$ cat config.mk
export PLATFORM = sky130hd
export DESIGN_NAME = sram4_ctrl
export DESIGN_NICKNAME = d
export VERILOG_FILES = /design/src/rtl/sram4_pkg.sv /design/src/rtl/sram4_cmd_issue.sv /design/src/rtl/sram4_wr_serializer.sv /design/src/rtl/sram4_rd_collector.sv /design/src/rtl/sram4_ctrl.sv
export SDC_FILE = /design/constraint.sdc
export NUM_CORES = 1
export LEC_CHECK = 0
export BUFFER_PORTS_ARGS = -buffer_cell sky130_fd_sc_hd__buf_2
export CORE_ASPECT_RATIO = 0.5
export CORE_MARGIN = 3
export CORE_UTILIZATION = 30
export CTS_CLUSTER_DIAMETER = 150
export DETAILED_ROUTE_END_ITERATION = 12
export PLACE_DENSITY = 0.55
export SLEW_MARGIN = 20
export SYNTH_ARGS = -nofsm -noshare
export SYNTH_HDL_FRONTEND = slang
export SYNTH_SLANG_ARGS = --single-unit
$ cat constraint.sdc
create_clock -name clk -period 4.5 [get_ports clk]
set_input_delay 0.9 -clock clk [delete_from_list [all_inputs] [get_ports clk]]
set_output_delay 0.9 -clock clk [all_outputs]
set_load 0.05 [all_outputs]
$ cat src/rtl/sram4_pkg.sv
package sram4_pkg;

    localparam int BURST_LEN = 4;

    typedef enum logic [1:0] {
        WS_IDLE,
        WS_CMD,
        WS_TAIL
    } wr_phase_e;

    // cycle offset, from the read command cycle, of the last word of a burst
    function automatic int last_word_age(int lat_half);
        return (lat_half + BURST_LEN - 1) / 2;
    endfunction

endpackage

$ cat src/rtl/sram4_cmd_issue.sv
module sram4_cmd_issue #(
    parameter int ADDR_W = 6
) (
    input  logic              clk,
    input  logic              rst_n,
    input  logic              rd_valid_i,
    input  logic [ADDR_W-1:0] rd_addr_i,
    input  logic              wr_valid_i,
    input  logic [ADDR_W-1:0] wr_addr_i,
    output logic              rd_ready_o,
    output logic              wr_ready_o,
    output logic              wr_take_o,
    output logic              mem_rsel_n_o,
    output logic              mem_wsel_n_o,
    output logic [ADDR_W-1:0] mem_addr_o
);

    typedef struct packed {
        logic              rd_hold;
        logic              wr_hold;
        logic              rsel_n;
        logic              wsel_n;
        logic [ADDR_W-1:0] addr;
    } issue_st_t;

    issue_st_t s_d, s_q;
    logic      rd_take;

    always_comb begin
        s_d        = s_q;
        rd_ready_o = !s_q.rd_hold;
        rd_take    = rd_valid_i && rd_ready_o;
        // one address bus: a read in this cycle pushes the write back
        wr_ready_o = !s_q.wr_hold && !rd_take;
        wr_take_o  = wr_valid_i && wr_ready_o;

        s_d.rd_hold = rd_take;
        s_d.wr_hold = wr_take_o;
        s_d.rsel_n  = !rd_take;
        s_d.wsel_n  = !wr_take_o;
        if (rd_take) begin
            s_d.addr = rd_addr_i;
        end else if (wr_take_o) begin
            s_d.addr = wr_addr_i;
        end
    end

    always_ff @(posedge clk or negedge rst_n) begin
        if (!rst_n) begin
            s_q <= '{rd_hold: 1'b0, wr_hold: 1'b0, rsel_n: 1'b1, wsel_n: 1'b1, addr: '0};
        end else begin
            s_q <= s_d;
        end
    end

    assign mem_rsel_n_o = s_q.rsel_n;
    assign mem_wsel_n_o = s_q.wsel_n;
    assign mem_addr_o   = s_q.addr;

endmodule

$ cat src/rtl/sram4_wr_serializer.sv
module sram4_wr_serializer
    import sram4_pkg::*;
#(
    parameter int DATA_W = 8
) (
    input  logic                          clk,
    input  logic                          rst_n,
    input  logic                          wr_take_i,
    input  logic [BURST_LEN*DATA_W-1:0]   wr_data_i,
    output logic [DATA_W-1:0]             wd_rise_o,
    output logic [DATA_W-1:0]             wd_fall_o
);

    typedef struct packed {
        wr_phase_e                          phase;
        logic [BURST_LEN-1:0][DATA_W-1:0]   words;
        logic [DATA_W-1:0]                  rise;
        logic [DATA_W-1:0]                  fall;
    } ser_st_t;

    ser_st_t s_d, s_q;

    always_comb begin
        s_d      = s_q;
        s_d.rise = '0;
        s_d.fall = '0;
        unique case (s_q.phase)
            WS_CMD: begin
                s_d.rise  = s_q.words[0];
                s_d.fall  = s_q.words[1];
                s_d.phase = WS_TAIL;
            end
            WS_TAIL: begin
                s_d.rise  = s_q.words[2];
                s_d.fall  = s_q.words[3];
                s_d.phase = WS_IDLE;
            end
            default: s_d.phase = WS_IDLE;
        endcase
        // a new write may be taken while the tail of the last one goes out
        if (wr_take_i) begin
            s_d.words = wr_data_i;
            s_d.phase = WS_CMD;
        end
    end

    always_ff @(posedge clk or negedge rst_n) begin
        if (!rst_n) begin
            s_q <= '{phase: WS_IDLE, words: '0, rise: '0, fall: '0};
        end else begin
            s_q <= s_d;
        end
    end

    assign wd_rise_o = s_q.rise;
    assign wd_fall_o = s_q.fall;

endmodule

$ cat src/rtl/sram4_rd_collector.sv
module sram4_rd_collector
    import sram4_pkg::*;
#(
    parameter int DATA_W      = 8,
    parameter int RD_LAT_HALF = 3
) (
    input  logic                          clk,
    input  logic                          rst_n,
    input  logic                          rd_issue_i,
    input  logic [DATA_W-1:0]             q_rise_i,
    input  logic [DATA_W-1:0]             q_fall_i,
    output logic                          rsp_valid_o,
    output logic [BURST_LEN*DATA_W-1:0]   rsp_data_o
);

    localparam int MAX_AGE = last_word_age(RD_LAT_HALF);

    typedef struct packed {
        logic [MAX_AGE-1:0]                 hist;
        logic [BURST_LEN-1:0][DATA_W-1:0]   words;
        logic                               valid;
        logic [BURST_LEN-1:0][DATA_W-1:0]   data;
    } col_st_t;

    col_st_t          s_d, s_q;
    logic [MAX_AGE:0] age;

    always_comb begin
        s_d       = s_q;
        s_d.valid = 1'b0;
        age       = {s_q.hist, rd_issue_i};
        // rise slots first: a finishing burst is copied out before the
        // next burst's first word can land in the fall slot
        for (int j = 0; j <= MAX_AGE; j++) begin
            int widx;
            widx = 2 * j - RD_LAT_HALF;
            if (age[j] && widx >= 0 && widx < BURST_LEN) begin
                s_d.words[widx[1:0]] = q_rise_i;
                if (widx == BURST_LEN - 1) begin
                    s_d.valid = 1'b1;
                    s_d.data  = s_d.words;
                end
            end
        end
        for (int j = 0; j <= MAX_AGE; j++) begin
            int widx;
            widx = 2 * j + 1 - RD_LAT_HALF;
            if (age[j] && widx >= 0 && widx < BURST_LEN) begin
                s_d.words[widx[1:0]] = q_fall_i;
                if (widx == BURST_LEN - 1) begin
                    s_d.valid = 1'b1;
                    s_d.data  = s_d.words;
                end
            end
        end
        s_d.hist = age[MAX_AGE-1:0];
    end

    always_ff @(posedge clk or negedge rst_n) begin
        if (!rst_n) begin
            s_q <= '{hist: '0, words: '0, valid: 1'b0, data: '0};
        end else begin
            s_q <= s_d;
        end
    end

    assign rsp_valid_o = s_q.valid;
    assign rsp_data_o  = s_q.data;

endmodule

$ cat src/rtl/sram4_ctrl.sv
module sram4_ctrl
    import sram4_pkg::*;
#(
    parameter int ADDR_W      = 6,
    parameter int DATA_W      = 8,
    parameter int RD_LAT_HALF = 3
) (
    input  logic                          clk,
    input  logic                          rst_n,
    input  logic                          rd_valid_i,
    output logic                          rd_ready_o,
    input  logic [ADDR_W-1:0]             rd_addr_i,
    input  logic                          wr_valid_i,
    output logic                          wr_ready_o,
    input  logic [ADDR_W-1:0]             wr_addr_i,
    input  logic [BURST_LEN*DATA_W-1:0]   wr_data_i,
    output logic                          rsp_valid_o,
    output logic [BURST_LEN*DATA_W-1:0]   rsp_data_o,
    output logic                          mem_rsel_n_o,
    output logic                          mem_wsel_n_o,
    output logic [ADDR_W-1:0]             mem_addr_o,
    output logic [DATA_W-1:0]             mem_wd_rise_o,
    output logic [DATA_W-1:0]             mem_wd_fall_o,
    input  logic [DATA_W-1:0]             mem_q_rise_i,
    input  logic [DATA_W-1:0]             mem_q_fall_i
);

    logic wr_take;
    logic rd_issue;

    sram4_cmd_issue #(.ADDR_W(ADDR_W)) u_issue (
        .clk          (clk),
        .rst_n        (rst_n),
        .rd_valid_i   (rd_valid_i),
        .rd_addr_i    (rd_addr_i),
        .wr_valid_i   (wr_valid_i),
        .wr_addr_i    (wr_addr_i),
        .rd_ready_o   (rd_ready_o),
        .wr_ready_o   (wr_ready_o),
        .wr_take_o    (wr_take),
        .mem_rsel_n_o (mem_rsel_n_o),
        .mem_wsel_n_o (mem_wsel_n_o),
        .mem_addr_o   (mem_addr_o)
    );

    sram4_wr_serializer #(.DATA_W(DATA_W)) u_wser (
        .clk       (clk),
        .rst_n     (rst_n),
        .wr_take_i (wr_take),
        .wr_data_i (wr_data_i),
        .wd_rise_o (mem_wd_rise_o),
        .wd_fall_o (mem_wd_fall_o)
    );

    assign rd_issue = !mem_rsel_n_o;

    sram4_rd_collector #(.DATA_W(DATA_W), .RD_LAT_HALF(RD_LAT_HALF)) u_rcol (
        .clk         (clk),
        .rst_n       (rst_n),
        .rd_issue_i  (rd_issue),
        .q_rise_i    (mem_q_rise_i),
        .q_fall_i    (mem_q_fall_i),
        .rsp_valid_o (rsp_valid_o),
        .rsp_data_o  (rsp_data_o)
    );

endmodule

; ---- Word level (Yosys, flattened, before mapping)
; Cells that the tools add are included.
[word_totals]
output_inout_bits = 59
ff_bits = 120
[classes]
reduce_logical = 9
n_eq_ne = 2
n_mux = 7
[op_table]
columns = op, n
row1 = two-way mux 34 bit, 1
row2 = two-way mux 33 bit, 1
row3 = one-hot mux 16 bit (2 select lines), 1
row4 = two-way mux 6 bit, 2
row5 = two-way mux 8 bit, 1
row6 = logical NOT 1 bit, 5
row7 = logical AND 1 bit, 3
row8 = equality test 2 x 1 -> 1 bit (second input constant), 1
row9 = equality test 2 bit (second input constant), 1
row10 = two-way mux 2 bit, 1
row11 = nonzero test 2 bit, 1

; ---- Depth between registers and ports, before layout
; Gate-level depths: netlist (run 1).
[logic_depth]
depth_word = 7
depth_mapped = 6
mapped_depth_nobuf = 4

; ---- Modules after synthesis
; A second synthesis (run 1) with hierarchy kept.
[hier_totals]
hier_cells = 344
area_unflattened_um2 = 5098.6
[by_module_without_submodules]
columns = module, area_per_inst_um2, cells_per_inst, n_inst, seq_area_each_um2
row1 = sram4_rd_collector, 2441.1, 155, 1, 1501.4
row2 = sram4_wr_serializer, 2164.6, 145, 1, 1251.2
row3 = sram4_cmd_issue, 489.2, 43, 1, 252.7
row4 = sram4_ctrl, 3.8, 1, 1, 0.0

; ---- Worst setup path after synthesis (run 1)
; OpenSTA, ideal clock, no wires.
[synth_path]
path_type = input -> output
startpoint = input port rd_valid_i
endpoint = output port wr_ready_o
n_path_buf = 1
arrival_time_ns = 1.818
required_time_ns = 3.600
path_stages = 3
setup_slack_ns = 1.782
path_cell_list = nor2b_4 > buf_2 > nor2_1
[synth_via]
elab_chain_len = 3
[synth_lines]
columns = element, line_no
row1 = from (decl), sram4_ctrl.sv:10  ; input logic rd_valid_i,
row2 = logical AND 1 bit, sram4_cmd_issue.sv:32  ; rd_take = rd_valid_i && rd_ready_o;
row3 = net u_issue.rd_take, sram4_cmd_issue.sv:27  ; logic rd_take;
row4 = logical NOT 1 bit, sram4_cmd_issue.sv:34  ; wr_ready_o = !s_q.wr_hold && !rd_take;
row5 = logical AND 1 bit, sram4_cmd_issue.sv:34
row6 = to (decl), sram4_ctrl.sv:14  ; output logic wr_ready_o,
; The timed path passes the listed nets, and every way through them passes these cells.

; ---- Worst setup path in the final report (run 1)
[layout_path]
startpoint = input port rd_valid_i
endpoint = output port wr_ready_o
[layout_via]
elab_chain_len = 3
[layout_lines]
columns = element, line_no
row1 = logical AND 1 bit, sram4_cmd_issue.sv:32
row2 = logical NOT 1 bit, sram4_cmd_issue.sv:34
row3 = logical AND 1 bit, sram4_cmd_issue.sv:34
; Every way passes these cells.

==> results.md, run 1 <==
* Reg-to-reg critical path endpoint: u_rcol.rsp_data_o[15]
* Postcts setup bufs at 0
* Dpl cells at 611
* #FFs+latches synth at 119
* Non-Filler Instances at 643
* Cell area after layout at 0.00587 mm^2
* Cell Area, Synth at 0.00489 mm^2
* CTS Buf Count at 17
* Die Wd at 187 um
* Top-count cell post-synth: dfrtp_1
* Status: complete, no violations
* Worst R2R Path Depth at 2
* Crit-path max cell delay at 0.27 ns
* Worst EP arrival at 1.52 ns
* Commonest cells in the netlist: dfrtp_1, mux2_2, buf_4
* Overflow after GRT at 0
* CP delay by family, top: simple AND/OR/NAND/NOR gates
* Post-DR wirelength/cell at 14.9 um
* Ratio of cells with drive above 1 in the final layout at 58.8%
* Die area at 0.0180 mm^2
* CTS max path bufs at 2
* Crit start category: input port
* CTS-repair resized insts at 0
* CTS H-Tree Depth at 4
* Number of global-route vias before repair at 2,864
* Crit Reg-Reg Startpoint: u_rcol.age[2]
* Synth cell types at 19
* Worst-Skew Late Latency at 0.40 ns
* Final Hold Vio Count at 0
* Tmin final at 2.42 ns
* RSZ-0062 raised after global routing: no
* Core Area at 0.0157 mm^2
* Period utilization at 53.7%
* Peak VDD IR at 0.240 mV
* Top FF cell, synth: dfrtp_1
* First-pass GRT wire length at 15.1 mm
* Register area share after synthesis at 61.0%
* Yosys Warn Count at 0
* Upper clock frequency limit at 0.414 GHz
* Count of endpoints failing setup in the final report at 0
* Reg clk slew, reported paths at 0.06 ns
* DP Area at 0.00529 mm^2
* Number of synthesized flops with an enable pin at 0
* Synth Area per Inst at 14.5 um^2
* Worst slew margin at 41.7%
* Starting DRT DRC Count at 76
* Largest net degree at the start of global routing at 65
* Synth top area share at 59.9%
* Cells after Synth at 336
* Hold Crit Depth at 1
* Clk_skew at 0.00598 ns
* Final antenna diode count at 0
* Crit Path Class: input port to output pin
* Top area cells in the synthesized netlist: dfrtp_1, mux2_2, buf_4
* CP max stage cell: nor2b_4
* PwrDens at 570 mW/mm^2
* Post-route ant nets at 0
* Asr flop ratio synth at 100%
* Area leader, netlist: dfrtp_1
* Hold worst-path end: u_rcol.age[1]
* DRC at 0
* Cells along the critical path: buf_2 -> nor2b_4 -> nor2_1 -> buf_2
* Die height at 96.3 um
* Post-Route Setup TNS at 0 ns
* Pleak at 2.73 nW
* Vias at 2,687
* Slew @ Worst Pin at 0.875 ns
* GPL Wtd Cong at 0.679
* Layout fillers at 1,562
* I/O Pins at 123
* Max Slew Vio Count at 0
* Detailed Route WL at 9.58 mm
* Max_cap viols at 0
* Root Buffer: clkbuf_16
* Detailed-placement wirelength estimate at 6.37 mm
* CP max FO at 11
* Hold Startpoint: u_issue.mem_rsel_n_o
* Starting density of the core at 31.2%
* Post-CTS Hold Buffers at 0
* Synth Net Count at 403
* Area Overhead vs Synth at 20.1%
* Port Buffers at 122
* Initial antenna violation count at 0
* Required time of the critical path at 3.60 ns
* GRT Total Usage at 10.9%
* Row count at 32
* Initial DRT Pass Iterations at 4
* Reg-to-reg slack, setup at 2.78 ns
* CTS tree: built
* Via density at 4.18
* Hold/Removal Path Class: flip-flop to flip-flop
* Cell repeated most along the worst path: buf_2
* Buf+Inv Stages, Crit Path at 2
* Final nets at 476
* CP Capture Type: output pin
* Clock Sinks at 119
==> logic make-up after synthesis <==
family	count (synthesis)	share of synthesized area, %
AO/OA/AOI/OAI	23	3.79
adder cells (fa/ha/maj)	3	0.768
buffers and inverters	78	11.1
flip-flops	119	61.0
multiplexers	88	20.6
AND/OR/NAND/NOR	25	2.74
==> worst max-delay path by stage <==
stage               depth (start not counted)       start  slack, ns    endpoint
floorplan                                   3  rd_valid_i       1.78  wr_ready_o
global placement                            4  rd_valid_i       2.10  wr_ready_o
global route                                4  rd_valid_i       2.02  wr_ready_o
CTS                                         4  rd_valid_i       2.08  wr_ready_o
detailed placement                          4  rd_valid_i       2.08  wr_ready_o
finish                                      4  rd_valid_i       2.08  wr_ready_o
==> sequential cells by signal (all words and copies together) (netlist names) <==
| signal | cells |
|---|---|
| u_issue.s_q | 1 |
| u_rcol.rsp_valid_o | 1 |
| u_issue.mem_wsel_n_o | 1 |
| u_issue.mem_rsel_n_o | 1 |
| u_rcol.s_q | 24 |
| u_rcol.age | 3 |
| u_wser.wd_fall_o | 8 |
| u_rcol.rsp_data_o | 32 |
| u_wser.wd_rise_o | 8 |
| u_wser.s_q | 34 |
| u_issue.mem_addr_o | 6 |
==> report_power, final <==
group | total [mW] | internal [mW] | leakage (nW) | switching, mW
Combinational | 0.688 | 0.232 | 1.02 | 0.455
Sequential | 1.34 | 1.25 | 1.43 | 0.0923
Clock | 1.32 | 0.815 | 0.275 | 0.502
Total | 3.34 | 2.29 | 2.73 | 1.05
==> area by class of cell <==
| class | instances | area [um^2] | share of cell area (%) |
|---|---|---|---|
| inverter | 6 | 22.5 | 0.384 |
| clock buffer | 17 | 425 | 7.25 |
| tap | 221 | 277 | 4.71 |
| multi-input combinational | 139 | 1360 | 23.2 |
| clock inverter | 15 | 158 | 2.69 |
| sequential | 119 | 2980 | 50.8 |
| timing repair buffer | 126 | 643 | 11.0 |
==> cell usage in the layout (no fill, tap or decap) <==
master / netlist / routed
buf_2: 6 / 121
dfrtp_1: 117 / 117
mux2_2: 82 / 82
nor2_1: 17 / 17
clkbuf_16: 0 / 17
a22oi_1: 16 / 16
inv_1: 6 / 6
and2_1: 6 / 6
a221o_1: 6 / 6
clkinv_4: 0 / 6
buf_4: 55 / 5
mux2_4: 4 / 4
clkinvlp_4: 0 / 4
ha_1: 3 / 3
clkinv_2: 0 / 3
mux2_1: 2 / 2
bufinv_16: 0 / 2
dfstp_2: 2 / 2
nor2b_4: 1 / 1
nor3b_4: 1 / 1
a21oi_1: 1 / 1
==> metrics by stage <==
stage	power [mW]	hold slack, ns	worst slack, ns	util (%)
6_report	3.34	0.439	2.08	37.5
4_1_cts	3.40	0.444	2.08	37.5
3_3_place_gp	2.05	0.431	2.10	33.8
5_1_grt	3.51	0.454	2.02	37.5
2_1_floorplan	1.98	0.352	1.78	-
3_5_place_dp	2.06	0.429	2.08	33.8
==> routing by layer <==
| layer | global-route usage, % | vias to the layer above | wire [um] |
|---|---|---|---|
| met5 | 0 | - | 0 |
| met4 | 5.28 | 0 | 101 |
| met3 | 2.76 | 9 | 284 |
| met2 | 19.6 | 39 | 5030 |
| met1 | 12.5 | 1385 | 4160 |
| li1 | - | 1254 | - |
Note: power is estimated with default switching activity, not from simulation.
==> run 2: changes to the inputs <==
Settings changed: PLACE_DENSITY 0.55 to 0.57.
Clock period 4.5 ns to 2.07 ns, I/O delays scaled along.
==> run 2 against run 1 <==
Combinational power grew 120%. Power grew 120%. Critical endpoint unchanged. Largest cell class unchanged. Final area grew 2.0%. Global-route usage grew 0.23 points. Sequential power grew 120%. Die area is the same. Register-to-register slack lost 2.3 ns. Clock power grew 130%. Via count grew 2.3%.
==> results.md, run 2 (same netlist as run 1, synthesis figures left out) <==
* Status: complete, no violations
* RSZ-0062 raised after global routing: no
* Tmin final at 1.79 ns
* Cell area after layout at 0.00599 mm^2
* Worst EP arrival at 1.38 ns
* Post-route ant nets at 0
* Number of global-route vias before repair at 2,985
* Die Wd at 187 um
* Most flop-heavy register: u_wser.s_q
* First-pass GRT wire length at 15.4 mm
* CP Capture Type: output pin
* Final Hold Vio Count at 0
* Worst-Skew Late Latency at 0.40 ns
* Max_cap viols at 0
* CP max FO at 11
* CTS H-Tree Depth at 4
* Layout fillers at 1,539
* Clock Sinks at 119
* Peak VDD IR at 0.577 mV
* Non-Filler Instances at 650
* Clk_skew at 0.00790 ns
* CTS-repair resized insts at 0
* CTS Buf Count at 17
* Starting density of the core at 31.2%
* Hold Startpoint: mem_q_rise_i[1]
* Reg-to-reg slack, setup at 0.47 ns
* Setup crit start: u_issue.s_q[9]
* CTS max path bufs at 2
* Initial antenna violation count at 0
* GRT Total Usage at 11.2%
* Area Overhead vs Synth at 22.5%
* Initial DRT Pass Iterations at 4
* Final antenna diode count at 0
* Max reg flops at 34
* Core Area at 0.0157 mm^2
* Post-DR wirelength/cell at 14.8 um
* Die height at 96.3 um
* Post-Route Setup TNS at 0 ns
* I/O Pins at 123
* Detailed Route WL at 9.60 mm
* Root Buffer: clkbuf_16
* Most common cell after layout, fill and taps aside: buf_2
* Worst slew margin at 49.5%
* Port Buffers at 122
* Pleak at 2.80 nW
* Area of the multi-input gates at 0.00136 mm^2
* Crit start category: flip-flop
* Crit Path Class: flip-flop to output pin
* Hold/Removal Path Class: input port to flip-flop
* Reg clk slew, reported paths at 0.06 ns
* Slew @ Worst Pin at 0.758 ns
* Final nets at 483
* Crit Reg-Reg Startpoint: u_wser.s_q[48]
* Period utilization at 86.4%
* DP Area at 0.00536 mm^2
* Register area at 0.00298 mm^2
* Via density at 4.23
* Vias at 2,750
* Largest net degree at the start of global routing at 39
* PwrDens at 1250 mW/mm^2
* Ratio of cells with drive above 1 in the final layout at 58.7%
* Row count at 32
* Detailed-placement wirelength estimate at 6.67 mm
* Required time of the critical path at 1.66 ns
* Die area at 0.0180 mm^2
* GPL Wtd Cong at 0.692
* Commonest cells after routing, fill and taps aside: buf_2, dfrtp_1, mux2_2
* Overflow after GRT at 0
* Upper clock frequency limit at 0.559 GHz
* DRC at 0
* Max Slew Vio Count at 0
* Count of endpoints failing setup in the final report at 0
* Dpl cells at 617
* CTS tree: built
* Starting DRT DRC Count at 73
[run 2: critical path, cell delays in order (launching register included)]
cell and delay, ns:
dfrtp_1 0.41, nor2b_4 0.26, nor2_1 0.08, buf_2 0.22
[run 2: layout make-up]
class / count / share of cell area, %
timing repair buffer: 133 / 12.1
clock inverter: 12 / 2.95
sequential: 119 / 49.8
tap: 221 / 4.62
inverter: 6 / 0.376
clock buffer: 20 / 7.46
multi-input combinational: 139 / 22.8
[run 2: final timing paths]
| check | endpoint | cells past startpoint |
|---|---|---|
| max in group asynchronous | u_issue.mem_wsel_n_o | 3 |
| hold reg to reg | u_rcol.age[1] | 1 |
| hold / removal | u_rcol.rsp_data_o[25] | 2 |
| setup / recovery | wr_ready_o | 3 |
| min in group asynchronous | u_rcol.s_q[45] | 2 |
| setup reg to reg | u_wser.wd_rise_o[7] | 4 |
[run 2: metrics by stage]
step	hold WS [ns]	setup slack [ns]	util [%]	power [mW]
final	0.241	0.281	38.3	7.50
after global routing	0.227	0.205	38.3	7.86
after CTS	0.220	0.224	38.3	7.62
after detailed placement	0.405	0.359	34.2	4.50
after global placement	0.397	0.393	34.2	4.47
after floorplan	0.118	0.324	-	4.31
[run 2: report_power, final]
| group | internal [mW] | switching, mW |
|---|---|---|
| registers | 2.71 | 0.182 |
| logic | 0.522 | 1.01 |
| clock network | 2.04 | 1.03 |
| total | 5.28 | 2.22 |
[run 2: what timing repair did]
action / in CTS / in global routing
hold buffers: 1 / 0
endpoints found under the setup margin: 0 / 0
buffers inserted: 0 / 0
hold endpoints to repair: 29 / 0
[run 2: metal layers]
| layer | GRT usage (%) | share of wire [%] |
|---|---|---|
| met1 | 12.8 | 43 |
| met2 | 20.0 | 53 |
| met3 | 2.69 | 3.0 |
| met4 | 5.59 | 1.5 |
| met5 | 0 | 0 |
